$ cat src/rtl/loop_pred_pkg.sv
package loop_pred_pkg;
  typedef enum logic [1:0] {
    EV_NONE  = 2'd0,
    EV_TAKEN = 2'd1,
    EV_EXIT  = 2'd2
  } lp_event_e;
endpackage

$ cat src/rtl/lp_entry.sv
module lp_entry
  import loop_pred_pkg::*;
#(
  parameter int PC_W   = 32,
  parameter int CNT_W  = 16,
  parameter int CONF_W = 2
) (
  input  logic              clk_i,
  input  logic              rst_ni,
  input  logic              alloc_i,
  input  logic [PC_W-1:0]   alloc_pc_i,
  input  logic [CNT_W-1:0]  alloc_trip_i,
  input  lp_event_e         ev_i,
  output logic              valid_o,
  output logic [PC_W-1:0]   tag_o,
  output logic [CNT_W-1:0]  trip_o,
  output logic [CNT_W-1:0]  iter_o,
  output logic [CONF_W-1:0] conf_o
);
  localparam logic [CNT_W-1:0]  CNT_MAX  = '1;
  localparam logic [CONF_W-1:0] CONF_MAX = '1;

  logic              valid_q;
  logic [PC_W-1:0]   tag_q;
  logic [CNT_W-1:0]  trip_q, iter_q;
  logic [CONF_W-1:0] conf_q;

  always_ff @(posedge clk_i or negedge rst_ni) begin
    if (!rst_ni) begin
      valid_q <= 1'b0;
      tag_q   <= '0;
      trip_q  <= '0;
      iter_q  <= '0;
      conf_q  <= '0;
    end else if (alloc_i) begin
      valid_q <= 1'b1;
      tag_q   <= alloc_pc_i;
      trip_q  <= alloc_trip_i;
      iter_q  <= '0;
      conf_q  <= '0;
    end else begin
      unique case (ev_i)
        EV_TAKEN: if (iter_q != CNT_MAX) iter_q <= iter_q + 1'b1;
        EV_EXIT: begin
          iter_q <= '0;
          if (iter_q == trip_q) begin
            if (conf_q != CONF_MAX) conf_q <= conf_q + 1'b1;
          end else begin
            conf_q <= '0;
            trip_q <= iter_q; // relearn
          end
        end
        default: ;
      endcase
    end
  end

  assign valid_o = valid_q;
  assign tag_o   = tag_q;
  assign trip_o  = trip_q;
  assign iter_o  = iter_q;
  assign conf_o  = conf_q;


  alloc_init_chk: assert property (@(posedge clk_i) disable iff (!rst_ni)
    alloc_i |=> valid_q && iter_q == '0 && conf_q == '0 && trip_q == $past(alloc_trip_i));


  exit_clears_iter_chk: assert property (@(posedge clk_i) disable iff (!rst_ni)
    (ev_i == EV_EXIT && !alloc_i) |=> iter_q == '0);


  mismatch_drops_conf_chk: assert property (@(posedge clk_i) disable iff (!rst_ni)
    (ev_i == EV_EXIT && !alloc_i && iter_q != trip_q) |=> conf_q == '0 && trip_q == $past(iter_q));


  match_raises_conf_chk: assert property (@(posedge clk_i) disable iff (!rst_ni)
    (ev_i == EV_EXIT && !alloc_i && iter_q == trip_q && conf_q != CONF_MAX)
      |=> conf_q == CONF_W'($past(conf_q) + 1'b1));


  event_needs_valid_chk: assert property (@(posedge clk_i) disable iff (!rst_ni)
    (ev_i != EV_NONE) |-> valid_q);
endmodule

$ cat src/rtl/lp_cand.sv
module lp_cand #(
  parameter int PC_W  = 32,
  parameter int CNT_W = 16
) (
  input  logic             clk_i,
  input  logic             rst_ni,
  input  logic             upd_valid_i,
  input  logic [PC_W-1:0]  upd_pc_i,
  input  logic             upd_taken_i,
  input  logic             tbl_hit_i,
  output logic             alloc_o,
  output logic [CNT_W-1:0] alloc_trip_o
);
  localparam logic [CNT_W-1:0] CNT_MAX = '1;
  localparam logic [CNT_W-1:0] MIN_RUN = CNT_W'(2);

  logic [PC_W-1:0]  cand_pc_q;
  logic [CNT_W-1:0] run_q;
  logic             active, same;

  assign active       = upd_valid_i && !tbl_hit_i;
  assign same         = (run_q != '0) && (cand_pc_q == upd_pc_i);
  assign alloc_o      = active && !upd_taken_i && same && (run_q >= MIN_RUN);
  assign alloc_trip_o = run_q;

  always_ff @(posedge clk_i or negedge rst_ni) begin
    if (!rst_ni) begin
      cand_pc_q <= '0;
      run_q     <= '0;
    end else if (active) begin
      if (upd_taken_i) begin
        if (same) begin
          if (run_q != CNT_MAX) run_q <= run_q + 1'b1;
        end else begin
          cand_pc_q <= upd_pc_i;
          run_q     <= CNT_W'(1);
        end
      end else if (same) begin
        run_q <= '0;
      end
    end
  end


  run_restart_chk: assert property (@(posedge clk_i) disable iff (!rst_ni)
    (active && upd_taken_i && !same) |=> run_q == CNT_W'(1) && cand_pc_q == $past(upd_pc_i));


  run_closed_chk: assert property (@(posedge clk_i) disable iff (!rst_ni)
    (active && !upd_taken_i && same) |=> run_q == '0);
endmodule

$ cat src/rtl/lp_rr.sv
module lp_rr #(
  parameter int NUM_ENT = 8
) (
  input  logic               clk_i,
  input  logic               rst_ni,
  input  logic               adv_i,
  output logic [NUM_ENT-1:0] victim_o
);
  localparam int IDX_W = (NUM_ENT > 1) ? $clog2(NUM_ENT) : 1;
  localparam logic [IDX_W-1:0] LAST = IDX_W'(NUM_ENT - 1);

  logic [IDX_W-1:0] ptr_q;

  always_ff @(posedge clk_i or negedge rst_ni) begin
    if (!rst_ni)      ptr_q <= '0;
    else if (adv_i)   ptr_q <= (ptr_q == LAST) ? '0 : ptr_q + 1'b1;
  end

  for (genvar i = 0; i < NUM_ENT; i++) begin : g_dec
    assign victim_o[i] = (ptr_q == IDX_W'(i));
  end


  victim_onehot_chk: assert property (@(posedge clk_i) disable iff (!rst_ni)
    $onehot(victim_o));


  rr_hold_chk: assert property (@(posedge clk_i) disable iff (!rst_ni)
    !adv_i |=> $stable(victim_o));
endmodule

$ cat src/rtl/loop_exit_pred.sv
module loop_exit_pred
  import loop_pred_pkg::*;
#(
  parameter int NUM_ENT = 8,
  parameter int PC_W    = 32,
  parameter int CNT_W   = 16,
  parameter int CONF_W  = 2
) (
  input  logic            clk_i,
  input  logic            rst_ni,
  input  logic [PC_W-1:0] pred_pc_i,
  output logic            pred_hit_o,
  output logic            pred_taken_o,
  input  logic            upd_valid_i,
  input  logic [PC_W-1:0] upd_pc_i,
  input  logic            upd_taken_i
);
  localparam logic [CONF_W-1:0] CONF_MAX = '1;

  logic               ent_valid [NUM_ENT];
  logic [PC_W-1:0]    ent_tag   [NUM_ENT];
  logic [CNT_W-1:0]   ent_trip  [NUM_ENT];
  logic [CNT_W-1:0]   ent_iter  [NUM_ENT];
  logic [CONF_W-1:0]  ent_conf  [NUM_ENT];
  lp_event_e          ent_ev    [NUM_ENT];

  logic [NUM_ENT-1:0] pred_match, upd_match, victim, alloc_vec;
  logic               tbl_hit, alloc;
  logic [CNT_W-1:0]   alloc_trip;

  for (genvar i = 0; i < NUM_ENT; i++) begin : g_ent
    assign pred_match[i] = ent_valid[i] && (ent_tag[i] == pred_pc_i);
    assign upd_match[i]  = upd_valid_i && ent_valid[i] && (ent_tag[i] == upd_pc_i);
    assign ent_ev[i]     = !upd_match[i] ? EV_NONE : (upd_taken_i ? EV_TAKEN : EV_EXIT);
    assign alloc_vec[i]  = alloc && victim[i];

    lp_entry #(.PC_W(PC_W), .CNT_W(CNT_W), .CONF_W(CONF_W)) u_entry (
      .clk_i       (clk_i),
      .rst_ni      (rst_ni),
      .alloc_i     (alloc_vec[i]),
      .alloc_pc_i  (upd_pc_i),
      .alloc_trip_i(alloc_trip),
      .ev_i        (ent_ev[i]),
      .valid_o     (ent_valid[i]),
      .tag_o       (ent_tag[i]),
      .trip_o      (ent_trip[i]),
      .iter_o      (ent_iter[i]),
      .conf_o      (ent_conf[i])
    );
  end

  assign tbl_hit = |upd_match;

  lp_cand #(.PC_W(PC_W), .CNT_W(CNT_W)) u_cand (
    .clk_i       (clk_i),
    .rst_ni      (rst_ni),
    .upd_valid_i (upd_valid_i),
    .upd_pc_i    (upd_pc_i),
    .upd_taken_i (upd_taken_i),
    .tbl_hit_i   (tbl_hit),
    .alloc_o     (alloc),
    .alloc_trip_o(alloc_trip)
  );

  lp_rr #(.NUM_ENT(NUM_ENT)) u_rr (
    .clk_i   (clk_i),
    .rst_ni  (rst_ni),
    .adv_i   (alloc),
    .victim_o(victim)
  );

  // lookup sees pre-update state
  always_comb begin
    pred_hit_o   = 1'b0;
    pred_taken_o = 1'b0;
    for (int i = 0; i < NUM_ENT; i++) begin
      if (pred_match[i]) begin
        pred_hit_o   = (ent_conf[i] == CONF_MAX);
        pred_taken_o = (ent_conf[i] == CONF_MAX) && (ent_iter[i] != ent_trip[i]);
      end
    end
  end


  upd_unique_chk: assert property (@(posedge clk_i) disable iff (!rst_ni)
    $onehot0(upd_match));


  pred_unique_chk: assert property (@(posedge clk_i) disable iff (!rst_ni)
    $onehot0(pred_match));


  no_hit_quiet_chk: assert property (@(posedge clk_i) disable iff (!rst_ni)
    !pred_hit_o |-> !pred_taken_o);
endmodule

$ cat config.mk
export PLATFORM = sky130hd
export DESIGN_NAME = loop_exit_pred
export DESIGN_NICKNAME = d
export VERILOG_FILES = /design/src/rtl/loop_pred_pkg.sv /design/src/rtl/lp_entry.sv /design/src/rtl/lp_cand.sv /design/src/rtl/lp_rr.sv /design/src/rtl/loop_exit_pred.sv
export SDC_FILE = /design/constraint.sdc
export NUM_CORES = 2
export LEC_CHECK = 0
export ABC_AREA = 1
export BUFFER_PORTS_ARGS = -buffer_cell sky130_fd_sc_hd__buf_2
export CAP_MARGIN = 20
export CORE_UTILIZATION = 50
export DETAILED_ROUTE_END_ITERATION = 7
export HOLD_SLACK_MARGIN = 0.08
export PLACE_DENSITY = 0.66
export SYNTH_ARGS = -nofsm -noshare
export SYNTH_HDL_FRONTEND = slang
export SYNTH_SLANG_ARGS = --single-unit
$ cat constraint.sdc
create_clock -name clk_i -period 9 [get_ports clk_i]
set_input_delay 2.25 -clock clk_i [delete_from_list [all_inputs] [get_ports clk_i]]
set_output_delay 2.25 -clock clk_i [all_outputs]
set_load 0.03 [all_outputs]
; ---- After elaboration in Yosys (flattened, before gate mapping)
; Cells that the tools add are included.
[totals]
reg_bits = 587
latch_bits = 0
ram_bits = 0
romBits = 0
in_bits = 68
word_cells = 372
n_memories = 0
[classes]
addsub = 18
multipliers = 0
div = 0
n_lt_le_gt_ge = 1
eq_ne = 106
n_shift = 0
muxes = 110
bitwise = 1
n_reduce_logical = 93
[ops]
columns = operator, n
row1 = 16-bit 2-to-1 mux, 44
row2 = 32-bit == test, 17
row3 = 16-bit case mux with 2 select lines, 8
row4 = "16-bit by 1-bit adder with 16-bit output, second input constant", 9
row5 = "16-bit inequality test, second input constant", 9
row6 = 16-bit == test, 8
row7 = 16-bit inequality test, 8
row8 = 2-bit 2-to-1 mux, 41
row9 = 2-bit AND reduction, 24
row10 = 1-bit logical AND, 45
row11 = "2-bit == test, second input constant", 16
row12 = "3-bit by 1-bit inequality test with 1-bit output, second input constant", 8
row13 = "3-bit by 2-bit inequality test with 1-bit output, second input constant", 8
row14 = 3-bit nonzero test, 8
row15 = 2-bit nonzero test, 9
row16 = "2-bit by 1-bit adder with 2-bit output, second input constant", 8
row17 = "2-bit by 1-bit == test with 1-bit output, second input constant", 8
row18 = "16-bit by 2-bit greater-or-equal comparator with 1-bit output, second input constant", 1
row19 = 1-bit 2-to-1 mux, 16
row20 = "2-bit by 1-bit inequality test with 1-bit output, second input constant", 8
row21 = "2-bit inequality test, second input constant", 8
row22 = 16-bit nonzero test, 1
row23 = "3-bit == test, second input constant", 4
row24 = 8-bit OR reduction, 1
row25 = other kinds (9), 12

; ---- Depth between registers and ports, before layout
[logic_depth]
ltp_word = 11
ltp_mapped = 24

; ---- Hierarchy
; A second synthesis with hierarchy kept.
[unflattened]
hier_cells = 5885
area_unflattened_um2 = 40737.8
[modules_own_cells]
columns = mod, instances, cells_per_inst, area_each_um2, seq_area_each_um2
row1 = lp_entry, 8, 478, 3592.2, 1676.6
row2 = loop_exit_pred, 1, 1558, 8598.2, 0.0
row3 = lp_cand, 1, 467, 3134.3, 1201.2
row4 = lp_rr, 1, 36, 267.8, 75.1

; ---- Worst setup path after synthesis
; OpenSTA, ideal clock, no wires.
[synth_timing]
path_type = input-to-output
from = in pred_pc_i[24]
to = out pred_taken_o
arrival_time_ns = 4.218
required_ns = 6.750
setup_slack_ns = 2.532
stages = 13
n_path_buf = 1
path_cell_list = clkbuf_1 -> inv_1 -> nand2_1 -> nand4_1 -> or4_1 -> nor2_1 -> nand3_1 -> or2_2 -> nand2_1 -> nand2_1 -> nand2_1 -> nand2_1 -> nand2_1
[synth_between]
elab_chain_len = 10
elab_cells_between_ends = 24
cone_classes = eq/ne: 8 / mux: 8 / reduce/logical: 8
[synth_rtl]
columns = item, line
row1 = from (decl), loop_exit_pred.sv:11  ; input logic [PC_W-1:0] pred_pc_i,
row2 = 32-bit == test, loop_exit_pred.sv:32  ; assign pred_match[i] = ent_valid[i] && (ent_tag[i] == pred_pc_i);
row3 = 1-bit logical AND, loop_exit_pred.sv:32
row4 = 1-bit 2-to-1 mux (7 in series), loop_exit_pred.sv:77  ; if (pred_match[i]) begin
row5 = 1-bit 2-to-1 mux *, loop_exit_pred.sv:77
row6 = to (decl), loop_exit_pred.sv:13  ; output logic pred_taken_o,
; Mark *: on every way between the ends. The rest lies on a longest branch, timed or not.

; ---- Final worst setup path
[layout_timing]
from = in pred_pc_i[21]
to = out pred_taken_o
; Same word-level chain as after synthesis.

==> tab_implementation.tex <==
\begin{tabular}{lr}
\hline
Metric & Value \\
\hline
\multicolumn{2}{l}{\textbf{Run status}} \\
Run status & finished, final reports clean \\
\multicolumn{2}{l}{\textbf{Timing}} \\
Transition time of the tightest slew-check pin & 1.14 ns \\
Upper clock frequency limit & 128 MHz \\
Final period demand of the worst path & 7.82 ns \\
Hold Violations, Final & 0 \\
Final Max Slew Viols & 0 \\
Ratio of final minimum period to clock period & 0.868 \\
Total setup violations reported at the end of the flow & 0 \\
Relative slew slack & 0.233 \\
Unrepaired setup endpoints after global routing & no \\
Layout Skew & 0.0320 ns \\
Setup tns final & 0 ns \\
\multicolumn{2}{l}{\textbf{GRT}} \\
Initial antenna violation count & 9 \\
GRT Util Overall & 0.432 \\
Overall overflow remaining after global route & 0 \\
Global-route wire length before repair & 220 mm \\
Largest net degree at the start of global routing & 168 \\
Vias in the first global route & 31,617 \\
\multicolumn{2}{l}{\textbf{Worst setup path}} \\
Logic depth of the worst register-to-register path & 13 \\
Largest fanout on the critical path & 9 \\
Worst Path Class, Setup & in -> out \\
Arrival time at the worst endpoint & 5.57 ns \\
Crit. End Element & output port \\
Data required time at the worst endpoint & 6.75 ns \\
Startpoint kind of the worst setup timing path & input port \\
\multicolumn{2}{l}{\textbf{Place}} \\
\# port buffers & 69 \\
Placed standard-cell area & 35,600 sq um \\
Routability cong. & 1.09 \\
Final HPWL DP & 110 mm \\
\multicolumn{2}{l}{\textbf{Routing}} \\
Final routed wirelength across all metal layers & 153 mm \\
Drt first-iter violations & 4,532 \\
Router iterations before antenna repair & 7 \\
Routed wire per std cell & 26.8 um \\
Remaining routing DRC violations & 0 \\
Vias post-DR & 34,125 \\
Detail-routed via count per cell & 5.98 \\
Post-route ant nets & 0 \\
\multicolumn{2}{l}{\textbf{Logic synthesis}} \\
Yosys warning count & 0 \\
Proportion of synthesized flip-flops having asynchronous set or reset & 1.00 \\
Primary flip-flop cell chosen by synthesis mapping & sky130\_fd\_sc\_hd\_\_dfrtp\_1 \\
Seq/Total Area, Yosys & 0.419 \\
Number of distinct library cell variants in the gate-level netlist after synthesis & 59 \\
Top cell type by total area after synthesis & sky130\_fd\_sc\_hd\_\_dfrtp\_1 \\
Avg Inst Size Synth & 7.32 sq um \\
EDFF count, synth & 0 \\
Cells after Synth & 4,796 \\
Fraction of post-synthesis cell area in the top cell type by area & 0.419 \\
Net count of the mapped netlist & 4,889 \\
Mapped cell area & 35,100 sq um \\
Flip-flop and latch count after synthesis & 587 \\
Cells taking the most area after synthesis & sky130\_fd\_sc\_hd\_\_dfrtp\_1, sky130\_fd\_sc\_hd\_\_nand2\_1, sky130\_fd\_sc\_hd\_\_o21ai\_0 \\
\multicolumn{2}{l}{\textbf{Die}} \\
Initial cell density of the core & 0.508 \\
Die area & 71,200 sq um \\
Vertical die dimension & 267 um \\
Core Region & 69,100 sq um \\
Cell Rows & 96 \\
Horizontal die dimension & 267 um \\
Io pins & 70 \\
\multicolumn{2}{l}{\textbf{Cells and area}} \\
Count of nets after finishing & 4,815 \\
Finished Core Util & 0.550 \\
Area Overhead vs Synth & 8.18\% \\
Final Cell Area & 38,000 sq um \\
Most common cell after layout, fill and taps aside & sky130\_fd\_sc\_hd\_\_nand2\_1 \\
Leading cell types in the layout, fill and taps excluded & sky130\_fd\_sc\_hd\_\_nand2\_1, sky130\_fd\_sc\_hd\_\_dfrtp\_1, sky130\_fd\_sc\_hd\_\_o21ai\_0, sky130\_fd\_sc\_hd\_\_inv\_1, sky130\_fd\_sc\_hd\_\_nor2\_1 \\
Fraction of final layout cells sized beyond drive strength 1 & 0.0677 \\
\multicolumn{2}{l}{\textbf{Clocking}} \\
H-tree lvl count & 3 \\
Insertion delay to the later sink of the worst-skew pair & 0.63 ns \\
Clock Sinks & 587 \\
Number of resized instances in the post-cts repair step & 0 \\
CTS max path bufs & 3 \\
Post-CTS setup buffers & 0 \\
Clock root buffer & sky130\_fd\_sc\_hd\_\_clkbuf\_16 \\
Count of hold buffers inserted by post-cts repair & 0 \\
Num CTS Buffers & 67 \\
CTS tree & built \\
Clock slew at reported path FFs & 0.06 ns \\
\multicolumn{2}{l}{\textbf{Power}} \\
Total internal power & 4.45 mW \\
Relative contribution of sequential cells to total power & 0.441 \\
Static Leak & 17.4 nW \\
Part of the power in the clock network & 0.479 \\
Power density over the cells & 160 nW/um\^{}2 \\
VDD IR-drop max & 0.205 mV \\
Share of power burned in combinational logic & 0.080 \\
Sw Ratio & 0.266 \\
Total design power & 6.06 mW \\
Total net switching power & 1.61 mW \\
\multicolumn{2}{l}{\textbf{Min path}} \\
Min-Delay Path Depth & 2 \\
HP Class & reg -> reg \\
\multicolumn{2}{l}{\textbf{Job}} \\
MaxCap Viol Count & 0 \\
\hline
\end{tabular}
state kept, by name, indices dropped and copies added, names as in the netlist:
| register | cells |
|---|---|
| g_ent.u_entry.conf_o | 16 |
| g_ent.u_entry.iter_o | 128 |
| u_rr.ptr_q | 3 |
| u_cand.cand_pc_q | 32 |
| u_cand.alloc_trip_o | 16 |
| g_ent.u_entry.tag_o | 256 |
| g_ent.u_entry.trip_o | 128 |
| g_ent.u_entry.valid_o | 8 |
path summary, 6_finish.rpt:
check | startpoint | to | slack [ns]
worst min-delay path | g_ent[0].u_entry.tag_o[7] | g_ent[0].u_entry.tag_o[7] | 0.50
min in group asynchronous | rst_ni | g_ent[4].u_entry.tag_o[12] | 1.69
worst max-delay path | pred_pc_i[21] | pred_taken_o | 1.18
max in group asynchronous | rst_ni | g_ent[6].u_entry.trip_o[9] | 5.81
worst min register to register | g_ent[0].u_entry.tag_o[7] | g_ent[0].u_entry.tag_o[7] | 0.50
worst max register to register | u_cand.cand_pc_q[1] | g_ent[2].u_entry.trip_o[0] | 4.10
cell type report:
class / instances / area [sq um]
Clock buffer: 95 / 1930
Tap cell: 931 / 1160
Antenna cell: 2 / 5.00
Fill cell: 6664 / 31100
Timing Repair Buffer: 97 / 591
Inverter: 510 / 1920
Sequential cell: 587 / 14700
Multi-Input combinational cell: 3459 / 17300
Clock inverter: 25 / 379
cell families (layout without fill, tap and decap cells):
logic type | after synthesis | in the layout | share of synthesized area
other | 0 | 2 | 0
adder cells (fa/ha/maj) | 25 | 25 | 0.00892
XOR/XNOR | 271 | 271 | 0.0676
flip-flops | 587 | 587 | 0.419
buffers and inverters | 750 | 727 | 0.0896
multiplexers | 2 | 2 | 0.000642
AND/OR/NAND/NOR | 2171 | 2171 | 0.263
AO/OA/AOI/OAI | 990 | 990 | 0.151
stage by stage:
stage	std cells	setup WS, ns	hold slack, ns
floorplan	4796	2.53	0.447
global placement	5584	1.44	0.470
detailed placement	5584	1.30	0.478
CTS	5704	1.32	0.491
global route	5704	1.16	0.524
finish	5706	1.18	0.495
per-layer routing:
layer / wire length (um) / part of all wire / up-vias / track usage
li1: - / - / 15464 / -
met1: 63400 / 0.41 / 16244 / 0.597
met2: 61500 / 0.40 / 1941 / 0.602
met3: 19400 / 0.13 / 466 / 0.144
met4: 8610 / 0.056 / 10 / 0.208
met5: 199 / 0.0013 / - / 0.0166
worst max-delay path, stage by stage:
cell and delay [ns]:
sky130_fd_sc_hd__buf_2 0.32, sky130_fd_sc_hd__clkinv_1 0.52, sky130_fd_sc_hd__a221oi_1 0.43, sky130_fd_sc_hd__nand3_1 0.12, sky130_fd_sc_hd__nor4_1 0.66, sky130_fd_sc_hd__nand3_1 0.20, sky130_fd_sc_hd__or2_2 0.33, sky130_fd_sc_hd__nand2_1 0.13
sky130_fd_sc_hd__nand2_1 0.06, sky130_fd_sc_hd__nand2_1 0.08, sky130_fd_sc_hd__nand2_1 0.06, sky130_fd_sc_hd__nand2_1 0.16, sky130_fd_sc_hd__buf_2 0.24
cells in the mapped netlist, drive strengths merged (26+ instances only):
cell,n
a21oi,63
buf,141
clkbuf,99
dfrtp,587
inv,502
nand2,1396
nand3,156
nand4,134
nor2,329
nor3,52
nor4,26
o21ai,737
o22ai,135
or2,55
xnor2,155
xor2,116
power groups by stage:
stage	Combinational [mW]	Clock [mW]	Sequential, mW
after global routing	0.501	3.02	2.67
after floorplan	0.210	0	2.72
after detailed placement	0.458	0	2.72
final	0.486	2.90	2.67
after global placement	0.456	0	2.72
after CTS	0.459	2.92	2.67
Note: power is estimated with default switching activity, not from simulation.
